`src/rtl/dhc_pkg.sv`:
```
// Package: shared types for the debug hart handshake controller.
// Assumes a two-bit command error field and one hart-side access per cycle.
package dhc_pkg;

    typedef enum logic [1:0] {
        CMDERR_NONE       = 2'd0,
        CMDERR_BUSY       = 2'd1,
        CMDERR_NOT_HALTED = 2'd2,
        CMDERR_EXCEPTION  = 2'd3
    } cmderr_e;

    // One decoded hart-side status write; at most one field set per cycle.
    typedef struct packed {
        logic halted;
        logic going;
        logic resuming;
        logic except;
    } hart_evt_t;

endpackage

```
`src/rtl/dhc_addr_dec.sv`:
```
// Module: dhc_addr_dec
// Decodes hart-side bus accesses into status events and flag-read hits.
// Assumes the write data carries the writing hart's index; indices at or
// above NUM_HARTS produce no event.
module dhc_addr_dec
    import dhc_pkg::*;
#(
    parameter int NUM_HARTS = 4,
    parameter int ADDR_W    = 12,
    parameter int DATA_W    = 32,
    parameter int IDX_W     = 2,
    parameter logic [ADDR_W-1:0] HALT_ADDR   = 12'h100,
    parameter logic [ADDR_W-1:0] GOING_ADDR  = 12'h104,
    parameter logic [ADDR_W-1:0] RESUME_ADDR = 12'h108,
    parameter logic [ADDR_W-1:0] EXCEPT_ADDR = 12'h10C,
    parameter logic [ADDR_W-1:0] FLAG_ADDR   = 12'h400
) (
    input  logic              bus_wr,
    input  logic              bus_rd,
    input  logic [ADDR_W-1:0] bus_addr,
    input  logic [DATA_W-1:0] bus_wdata,
    output hart_evt_t         evt,
    output logic [IDX_W-1:0]  evt_idx,
    output logic              flag_hit,
    output logic [IDX_W-1:0]  flag_idx
);

    logic              idx_ok;
    logic [ADDR_W-1:0] flag_off;

    assign idx_ok   = bus_wdata < DATA_W'(NUM_HARTS);
    assign evt_idx  = bus_wdata[IDX_W-1:0];
    assign flag_off = bus_addr - FLAG_ADDR;

    // Status-write decode: one event for a known address and valid index.
    always_comb begin
        evt          = '0;
        evt.halted   = bus_wr && idx_ok && (bus_addr == HALT_ADDR);
        evt.going    = bus_wr && idx_ok && (bus_addr == GOING_ADDR);
        evt.resuming = bus_wr && idx_ok && (bus_addr == RESUME_ADDR);
        evt.except   = bus_wr && idx_ok && (bus_addr == EXCEPT_ADDR);
    end

    // Flag window decode: one byte per hart starting at FLAG_ADDR.
    always_comb begin
        flag_hit = bus_rd && (bus_addr >= FLAG_ADDR) && (flag_off < ADDR_W'(NUM_HARTS));
        flag_idx = flag_off[IDX_W-1:0];
    end

endmodule

```
`src/rtl/dhc_cmd_track.sv`:
```
// Module: dhc_cmd_track
// Tracks the single in-flight command: acceptance, busy, target hart and
// the sticky error code. Assumes halted_vec and go_vec are the registered
// per-hart flags and that status events carry a valid hart index.
module dhc_cmd_track
    import dhc_pkg::*;
#(
    parameter int NUM_HARTS = 4,
    parameter int IDX_W     = 2
) (
    input  logic                 clk,
    input  logic                 rst_n,
    input  logic                 cmd_valid,
    input  logic [IDX_W-1:0]     cmd_hart,
    input  logic                 err_clr,
    input  logic [NUM_HARTS-1:0] halted_vec,
    input  logic [NUM_HARTS-1:0] go_vec,
    input  logic                 halt_evt,
    input  logic                 exc_evt,
    input  logic [IDX_W-1:0]     evt_idx,
    output logic                 busy,
    output cmderr_e              err,
    output logic [IDX_W-1:0]     cur_hart,
    output logic [NUM_HARTS-1:0] go_set,
    output logic [NUM_HARTS-1:0] go_kill,
    output logic                 exc_hit
);

    logic    busy_q;
    cmderr_e err_q;
    logic [IDX_W-1:0] cur_q;
    logic    tgt_halted;
    logic    accept;
    logic    same_hart;
    logic    done_hit;

    assign tgt_halted = (int'(cmd_hart) < NUM_HARTS) && halted_vec[cmd_hart];
    assign accept     = cmd_valid && !busy_q && (err_q == CMDERR_NONE) && tgt_halted;
    assign same_hart  = (evt_idx == cur_q);
    assign exc_hit    = busy_q && exc_evt && same_hart;
    assign done_hit   = busy_q && halt_evt && same_hart && !go_vec[cur_q];

    // One-hot go set for the accepted target and go kill on an exception.
    always_comb begin
        go_set  = '0;
        go_kill = '0;
        for (int i = 0; i < NUM_HARTS; i++) begin
            go_set[i]  = accept && (cmd_hart == IDX_W'(i));
            go_kill[i] = exc_hit && (cur_q == IDX_W'(i));
        end
    end

    // Busy and target hart: set on acceptance, cleared on completion or fault.
    always_ff @(posedge clk) begin
        if (!rst_n) begin
            busy_q <= 1'b0;
            cur_q  <= '0;
        end else if (accept) begin
            busy_q <= 1'b1;
            cur_q  <= cmd_hart;
        end else if (done_hit || exc_hit) begin
            busy_q <= 1'b0;
        end
    end

    // Sticky error code: clear wins, then the first error to arrive is kept.
    always_ff @(posedge clk) begin
        if (!rst_n) begin
            err_q <= CMDERR_NONE;
        end else if (err_clr) begin
            err_q <= CMDERR_NONE;
        end else if (err_q == CMDERR_NONE) begin
            if (exc_hit)
                err_q <= CMDERR_EXCEPTION;
            else if (cmd_valid && busy_q)
                err_q <= CMDERR_BUSY;
            else if (cmd_valid && !tgt_halted)
                err_q <= CMDERR_NOT_HALTED;
        end
    end

    assign busy     = busy_q;
    assign err      = err_q;
    assign cur_hart = cur_q;

endmodule

```
`src/rtl/dhc_hart_flags.sv`:
```
// Module: dhc_hart_flags
// Holds each hart's halted, go and resume bits and forms its debug
// interrupt. Assumes at most one status event per cycle.
module dhc_hart_flags #(
    parameter int NUM_HARTS = 4,
    parameter int IDX_W     = 2
) (
    input  logic                 clk,
    input  logic                 rst_n,
    input  logic                 halt_evt,
    input  logic                 going_evt,
    input  logic                 resume_evt,
    input  logic [IDX_W-1:0]     evt_idx,
    input  logic [NUM_HARTS-1:0] go_set,
    input  logic [NUM_HARTS-1:0] go_kill,
    input  logic [NUM_HARTS-1:0] resume_req,
    input  logic [NUM_HARTS-1:0] halt_req,
    input  logic                 busy,
    input  logic [IDX_W-1:0]     cur_hart,
    output logic [NUM_HARTS-1:0] halted_vec,
    output logic [NUM_HARTS-1:0] go_vec,
    output logic [NUM_HARTS-1:0] res_vec,
    output logic [NUM_HARTS-1:0] debug_irq
);

    for (genvar i = 0; i < NUM_HARTS; i++) begin : g_hart
        logic sel;
        logic res_set;
        logic halted_q;
        logic go_q;
        logic res_q;

        assign sel     = (evt_idx == IDX_W'(i));
        assign res_set = resume_req[i] && halted_q && !(busy && (cur_hart == IDX_W'(i)));

        // Per-hart status: halted on report, released on resume acknowledge.
        always_ff @(posedge clk) begin
            if (!rst_n)
                halted_q <= 1'b0;
            else if (halt_evt && sel)
                halted_q <= 1'b1;
            else if (resume_evt && sel)
                halted_q <= 1'b0;
        end

        // Per-hart go flag: raised by the command, dropped by ack or fault.
        always_ff @(posedge clk) begin
            if (!rst_n)
                go_q <= 1'b0;
            else if (go_set[i])
                go_q <= 1'b1;
            else if ((going_evt && sel) || go_kill[i])
                go_q <= 1'b0;
        end

        // Per-hart resume flag: acknowledge has priority over a new request.
        always_ff @(posedge clk) begin
            if (!rst_n)
                res_q <= 1'b0;
            else if (resume_evt && sel)
                res_q <= 1'b0;
            else if (res_set)
                res_q <= 1'b1;
        end

        assign halted_vec[i] = halted_q;
        assign go_vec[i]     = go_q;
        assign res_vec[i]    = res_q;
        assign debug_irq[i]  = halt_req[i] && !halted_q;
    end

endmodule

```
`src/rtl/dbg_hart_ctrl.sv`:
```
// Module: dbg_hart_ctrl (top)
// Coordinates halt, command execution and resume for NUM_HARTS harts that
// park in the controller's memory window. Assumes one hart-side access per
// cycle and a debugger that issues single-cycle command and resume pulses.
module dbg_hart_ctrl
    import dhc_pkg::*;
#(
    parameter int NUM_HARTS = 4,
    parameter int ADDR_W    = 12,
    parameter int DATA_W    = 32,
    parameter logic [ADDR_W-1:0] HALT_ADDR   = 12'h100,
    parameter logic [ADDR_W-1:0] GOING_ADDR  = 12'h104,
    parameter logic [ADDR_W-1:0] RESUME_ADDR = 12'h108,
    parameter logic [ADDR_W-1:0] EXCEPT_ADDR = 12'h10C,
    parameter logic [ADDR_W-1:0] FLAG_ADDR   = 12'h400,
    localparam int IDX_W = (NUM_HARTS > 1) ? $clog2(NUM_HARTS) : 1
) (
    input  logic                 clk,
    input  logic                 rst_n,
    input  logic [NUM_HARTS-1:0] halt_req,
    input  logic [NUM_HARTS-1:0] resume_req,
    input  logic                 cmd_valid,
    input  logic [IDX_W-1:0]     cmd_hart,
    input  logic                 err_clr,
    output logic                 cmd_busy,
    output logic [1:0]           cmd_err,
    output logic [NUM_HARTS-1:0] halted,
    output logic [NUM_HARTS-1:0] debug_irq,
    input  logic                 bus_wr,
    input  logic                 bus_rd,
    input  logic [ADDR_W-1:0]    bus_addr,
    input  logic [DATA_W-1:0]    bus_wdata,
    output logic [DATA_W-1:0]    bus_rdata
);

    hart_evt_t            evt;
    logic [IDX_W-1:0]     evt_idx;
    logic                 flag_hit;
    logic [IDX_W-1:0]     flag_idx;
    logic [NUM_HARTS-1:0] halted_q;
    logic [NUM_HARTS-1:0] go_q;
    logic [NUM_HARTS-1:0] res_q;
    logic [NUM_HARTS-1:0] go_set;
    logic [NUM_HARTS-1:0] go_kill;
    logic                 busy;
    cmderr_e              err;
    logic [IDX_W-1:0]     cur_hart;
    logic                 exc_hit;
    logic [DATA_W-1:0]    rdata_q;

    dhc_addr_dec #(
        .NUM_HARTS  (NUM_HARTS),
        .ADDR_W     (ADDR_W),
        .DATA_W     (DATA_W),
        .IDX_W      (IDX_W),
        .HALT_ADDR  (HALT_ADDR),
        .GOING_ADDR (GOING_ADDR),
        .RESUME_ADDR(RESUME_ADDR),
        .EXCEPT_ADDR(EXCEPT_ADDR),
        .FLAG_ADDR  (FLAG_ADDR)
    ) u_dec (
        .bus_wr   (bus_wr),
        .bus_rd   (bus_rd),
        .bus_addr (bus_addr),
        .bus_wdata(bus_wdata),
        .evt      (evt),
        .evt_idx  (evt_idx),
        .flag_hit (flag_hit),
        .flag_idx (flag_idx)
    );

    dhc_cmd_track #(
        .NUM_HARTS(NUM_HARTS),
        .IDX_W    (IDX_W)
    ) u_cmd (
        .clk       (clk),
        .rst_n     (rst_n),
        .cmd_valid (cmd_valid),
        .cmd_hart  (cmd_hart),
        .err_clr   (err_clr),
        .halted_vec(halted_q),
        .go_vec    (go_q),
        .halt_evt  (evt.halted),
        .exc_evt   (evt.except),
        .evt_idx   (evt_idx),
        .busy      (busy),
        .err       (err),
        .cur_hart  (cur_hart),
        .go_set    (go_set),
        .go_kill   (go_kill),
        .exc_hit   (exc_hit)
    );

    dhc_hart_flags #(
        .NUM_HARTS(NUM_HARTS),
        .IDX_W    (IDX_W)
    ) u_flags (
        .clk       (clk),
        .rst_n     (rst_n),
        .halt_evt  (evt.halted),
        .going_evt (evt.going),
        .resume_evt(evt.resuming),
        .evt_idx   (evt_idx),
        .go_set    (go_set),
        .go_kill   (go_kill),
        .resume_req(resume_req),
        .halt_req  (halt_req),
        .busy      (busy),
        .cur_hart  (cur_hart),
        .halted_vec(halted_q),
        .go_vec    (go_q),
        .res_vec   (res_q),
        .debug_irq (debug_irq)
    );

    // Registered flag read: {resume, go} of the addressed hart, else zero.
    always_ff @(posedge clk) begin
        if (!rst_n)
            rdata_q <= '0;
        else if (flag_hit)
            rdata_q <= DATA_W'({res_q[flag_idx], go_q[flag_idx]});
        else
            rdata_q <= '0;
    end

    assign cmd_busy  = busy;
    assign cmd_err   = err;
    assign halted    = halted_q;
    assign bus_rdata = rdata_q;

endmodule

```
`config.mk`:
```
export PLATFORM = sky130hd
export DESIGN_NAME = dbg_hart_ctrl
export DESIGN_NICKNAME = d
export VERILOG_FILES = /design/src/rtl/dhc_pkg.sv /design/src/rtl/dhc_addr_dec.sv /design/src/rtl/dhc_cmd_track.sv /design/src/rtl/dhc_hart_flags.sv /design/src/rtl/dbg_hart_ctrl.sv
export SDC_FILE = /design/constraint.sdc
export NUM_CORES = 1
export LEC_CHECK = 0
export CAP_MARGIN = 20
export CORE_UTILIZATION = 38
export DETAILED_ROUTE_END_ITERATION = 10
export GPL_TIMING_DRIVEN = 0
export PLACE_DENSITY_LB_ADDON = 0.2
export SYNTH_ARGS = -nofsm -noshare
export SYNTH_HDL_FRONTEND = slang
export SYNTH_SLANG_ARGS = --single-unit
```
`constraint.sdc`:
```
create_clock -name clk -period 3.5 [get_ports clk]
set_clock_uncertainty 0.2 [all_clocks]
set_input_delay 0.7 -clock clk [delete_from_list [all_inputs] [get_ports clk]]
set_output_delay 0.7 -clock clk [all_outputs]
set_load 0.005 [all_outputs]
```
==> impl_metrics.env, run 1 <==
export IMPL_antenna_found_initial=0
export IMPL_htree_levels=1
export IMPL_num_fill_cells=366
export IMPL_hold_path_class="reg2reg"
export IMPL_period_share=0.871
export IMPL_synth_compound_area_frac=0.125
export IMPL_cts_tree="built"
export IMPL_dp_hpwl_um=3460
export IMPL_hold_slack_ns=0.275
export IMPL_coreArea_um2=3740
export IMPL_die_area_um2=4230
export IMPL_clock_tree_buffer_depth=2
export IMPL_yosysWarnings=0
export IMPL_stdcell_count=333
export IMPL_gp_congestion=0.786
export IMPL_final_common_cell="clkdlybuf4s50_1"
export IMPL_synth_adder_area_share=0
export IMPL_die_h_um=65.0
export IMPL_synth_area_leader_cell="dfxtp_1"
export IMPL_drt_total_wl_um=4200
export IMPL_synth_top_cell_area_share=0.252
export IMPL_wire_per_inst_um=12.6
export IMPL_routed_via_density=4.97
export IMPL_grt_pass1_vias=1535
export IMPL_hold_viol_final=0
export IMPL_synth_edf_count=0
export IMPL_yosys_area_share_simple=0.343
export IMPL_drive_above_1_share=0.168
export IMPL_hold_buffers=0
export IMPL_synth_seq_area_share=0.252
export IMPL_clk_latency_ns=0.25
export IMPL_crit_type="in2reg"
export IMPL_grt_pass1_wl_um=6920
export IMPL_setup_violations_final=0
export IMPL_cp_arrival_ns=3.01
export IMPL_diodes=0
export IMPL_crit_fanout=6
export IMPL_placement_io_buffers=70
export IMPL_ys_types=46
export IMPL_comb_power_share=0.275
export IMPL_max_clock_freq_mhz=328
export IMPL_synthMuxAreaShare=0.0663
export IMPL_p_clk_frac=0.296
export IMPL_vias=1656
export IMPL_cp_start_kind="input pin"
export IMPL_endpoint_kind="flop"
export IMPL_cts_setup_buffers=0
export IMPL_gr_usage_all_layers=0.214
export IMPL_final_area_um2=2420
export IMPL_io_pins=103
export IMPL_register_area_um2=380
export IMPL_grt_max_degree=11
export IMPL_status="complete, no violations"
export IMPL_ys_ff_latch=19
export IMPL_antenna_left=0
export IMPL_tightestPinTransition_ns=0.676
export IMPL_fin_crit_ns=3.05
export IMPL_internal_power_w=0.000390
export IMPL_synth_top_family_by_area="simple AND/OR/NAND/NOR gates"
export IMPL_clockRootBuffer="clkbuf_8"
export IMPL_switchingPower_w=0.000117
export IMPL_avgSynthCellArea_um2=8.30
export IMPL_power_per_cell_area_nw_per_um2=209
export IMPL_place_area_um2=2380
export IMPL_synth_async_reset_ratio=0
export IMPL_final_cell_mix="70 x clkdlybuf4s50_1, 34 x buf_4, 30 x conb_1"
export IMPL_tns_ns=0
export IMPL_start_util=0.403
export IMPL_required_ns=3.46
export IMPL_synth_main_ff_cell="dfxtp_1"
export IMPL_drt_initial_drc_count=76
export IMPL_p_leak_nw=0.964
export IMPL_place_inst=329
export IMPL_grt_overflow=0
export IMPL_slew_violations=0
export IMPL_vdd_ir_drop_max_v=0.000210
export IMPL_row_count=22
export IMPL_firstDrtPassIters=4
export IMPL_layout_nets=346
export IMPL_yosys_area_share_xor_xnor=0.0116
export IMPL_synth_area_leaders="dfxtp_1 25%, buf_4 17%, mux4_2 6.0%, nor2_1 3.5%, nor2b_1 3.3%"
export IMPL_max_cap_violations=0
export IMPL_route_detailed_drc=0
export IMPL_maxSlewHeadroom=0.545
export IMPL_p_sw_frac=0.230
export IMPL_syn_area_um2=1510
export IMPL_path_clk_slew_ns=0.06
export IMPL_synth_cells=182
export IMPL_multiInputGateArea_um2=937
export IMPL_die_x_um=65.0
export IMPL_rsz0062_at_grt="false"
export IMPL_syn_to_final_growth_pct=60.6
export IMPL_clock_sinks=19
export IMPL_power_total_w=0.000507
export IMPL_p_seq_frac=0.429
export IMPL_cts_made_buffers=3
export IMPL_post_cts_resized=0
## power by group through the flow
stage / registers, W / logic, W / clock network, W
final: 0.000217 / 0.000139 / 0.000150
after global routing: 0.000217 / 0.000151 / 0.000163
after floorplan: 0.000222 / 0.0000553 / 0
after CTS: 0.000217 / 0.000138 / 0.000155
after detailed placement: 0.000222 / 0.000137 / 0
after global placement: 0.000222 / 0.000136 / 0
## stage by stage
stage / setup WS, ns / util
after floorplan: 0.914 / -
after global placement: 0.288 / 0.636
after detailed placement: 0.193 / 0.636
after CTS: 0.454 / 0.648
after global routing: 0.208 / 0.648
final: 0.450 / 0.648
## flip-flops by register name, indices dropped and copies added, names as in the netlist
register                 flops
bus_rdata                    2
u_cmd.busy                   1
u_cmd.cur_hart               2
u_cmd.err                    2
u_flags.g_hart.go_q          4
u_flags.g_hart.halted_q      4
u_flags.g_hart.res_q         4
## kinds of logic (layout without fill, tap and decap cells)
logic type,Yosys count,after routing
other cells,1,30
mux,5,5
compound gates,27,27
xor+xnor,2,2
buf+inv,46,120
simple gates,82,82
flops,19,19
## synthesized netlist by cell type, types with 2 or more instances
cell type	n
nand2_1	9
a41oi_1	2
and4_1	2
nor4b_1	3
clkbuf_1	6
mux4_2	4
nand4b_1	3
nand3_1	2
nor4_1	6
buf_4	34
inv_1	5
nor4_4	2
xnor2_1	2
nor2b_1	8
a31oi_1	4
nor3b_1	2
a21oi_1	3
and3_1	4
nand2b_1	2
o22ai_1	2
or3_1	3
nor2_1	14
o211ai_1	2
nand4_1	6
o21ai_0	5
dfxtp_1	19
nor3_1	9
## worst max-delay path, cell delays in order
cell,delay [ns]
clkdlybuf4s50_1,0.50
nor4b_1,0.48
nand2_1,0.12
nor4_2,0.59
nand4_1,0.34
o31ai_1,0.28
## routing by layer
layer / vias up / part of all wire / wire [um] / global-route usage
met5: - / 0 / 0 / 0
met4: 0 / 0.014 / 57 / 0.0652
met3: 8 / 0.084 / 352 / 0.0493
met2: 74 / 0.51 / 2130 / 0.376
met1: 754 / 0.39 / 1650 / 0.255
li1: 820 / - / - / -
## final cells by class
class | count | area share
Clock buffer | 4 | 0.0186
Tap cell | 48 | 0.0248
Inverter | 5 | 0.00774
Multi-Input combinational cell | 146 | 0.386
Buffer | 41 | 0.117
Sequential cell | 19 | 0.157
Timing Repair Buffer | 70 | 0.289
## final timing paths
kind	cells after the start	slack, ns	from	end
min	2	0.28	u_flags.g_hart[1].res_q$_SDFFE_PP0P_	u_flags.g_hart[1].res_q$_SDFFE_PP0P_
max	6	0.45	bus_addr[1]	u_flags.g_hart[0].halted_q$_SDFFE_PN0P_
max reg2reg	6	1.31	u_cmd.cur_hart[0]$_SDFFE_PN0P_	u_flags.g_hart[0].go_q$_SDFFE_PN0P_
min reg2reg	2	0.28	u_flags.g_hart[1].res_q$_SDFFE_PP0P_	u_flags.g_hart[1].res_q$_SDFFE_PP0P_
Note: power is estimated with default switching activity, not from simulation.
==> run 2, diff against run 1 <==
--- a/config.mk
+++ b/config.mk
@@ -7,6 +7,7 @@
 export LEC_CHECK = 0
 export CAP_MARGIN = 20
 export CORE_UTILIZATION = 38
+export CTS_CLUSTER_DIAMETER = 60
 export DETAILED_ROUTE_END_ITERATION = 10
 export GPL_TIMING_DRIVEN = 0
 export PLACE_DENSITY_LB_ADDON = 0.2
==> results of run 2 <==
Same layout as run 1: the final DEF is identical, and so are final timing and power.
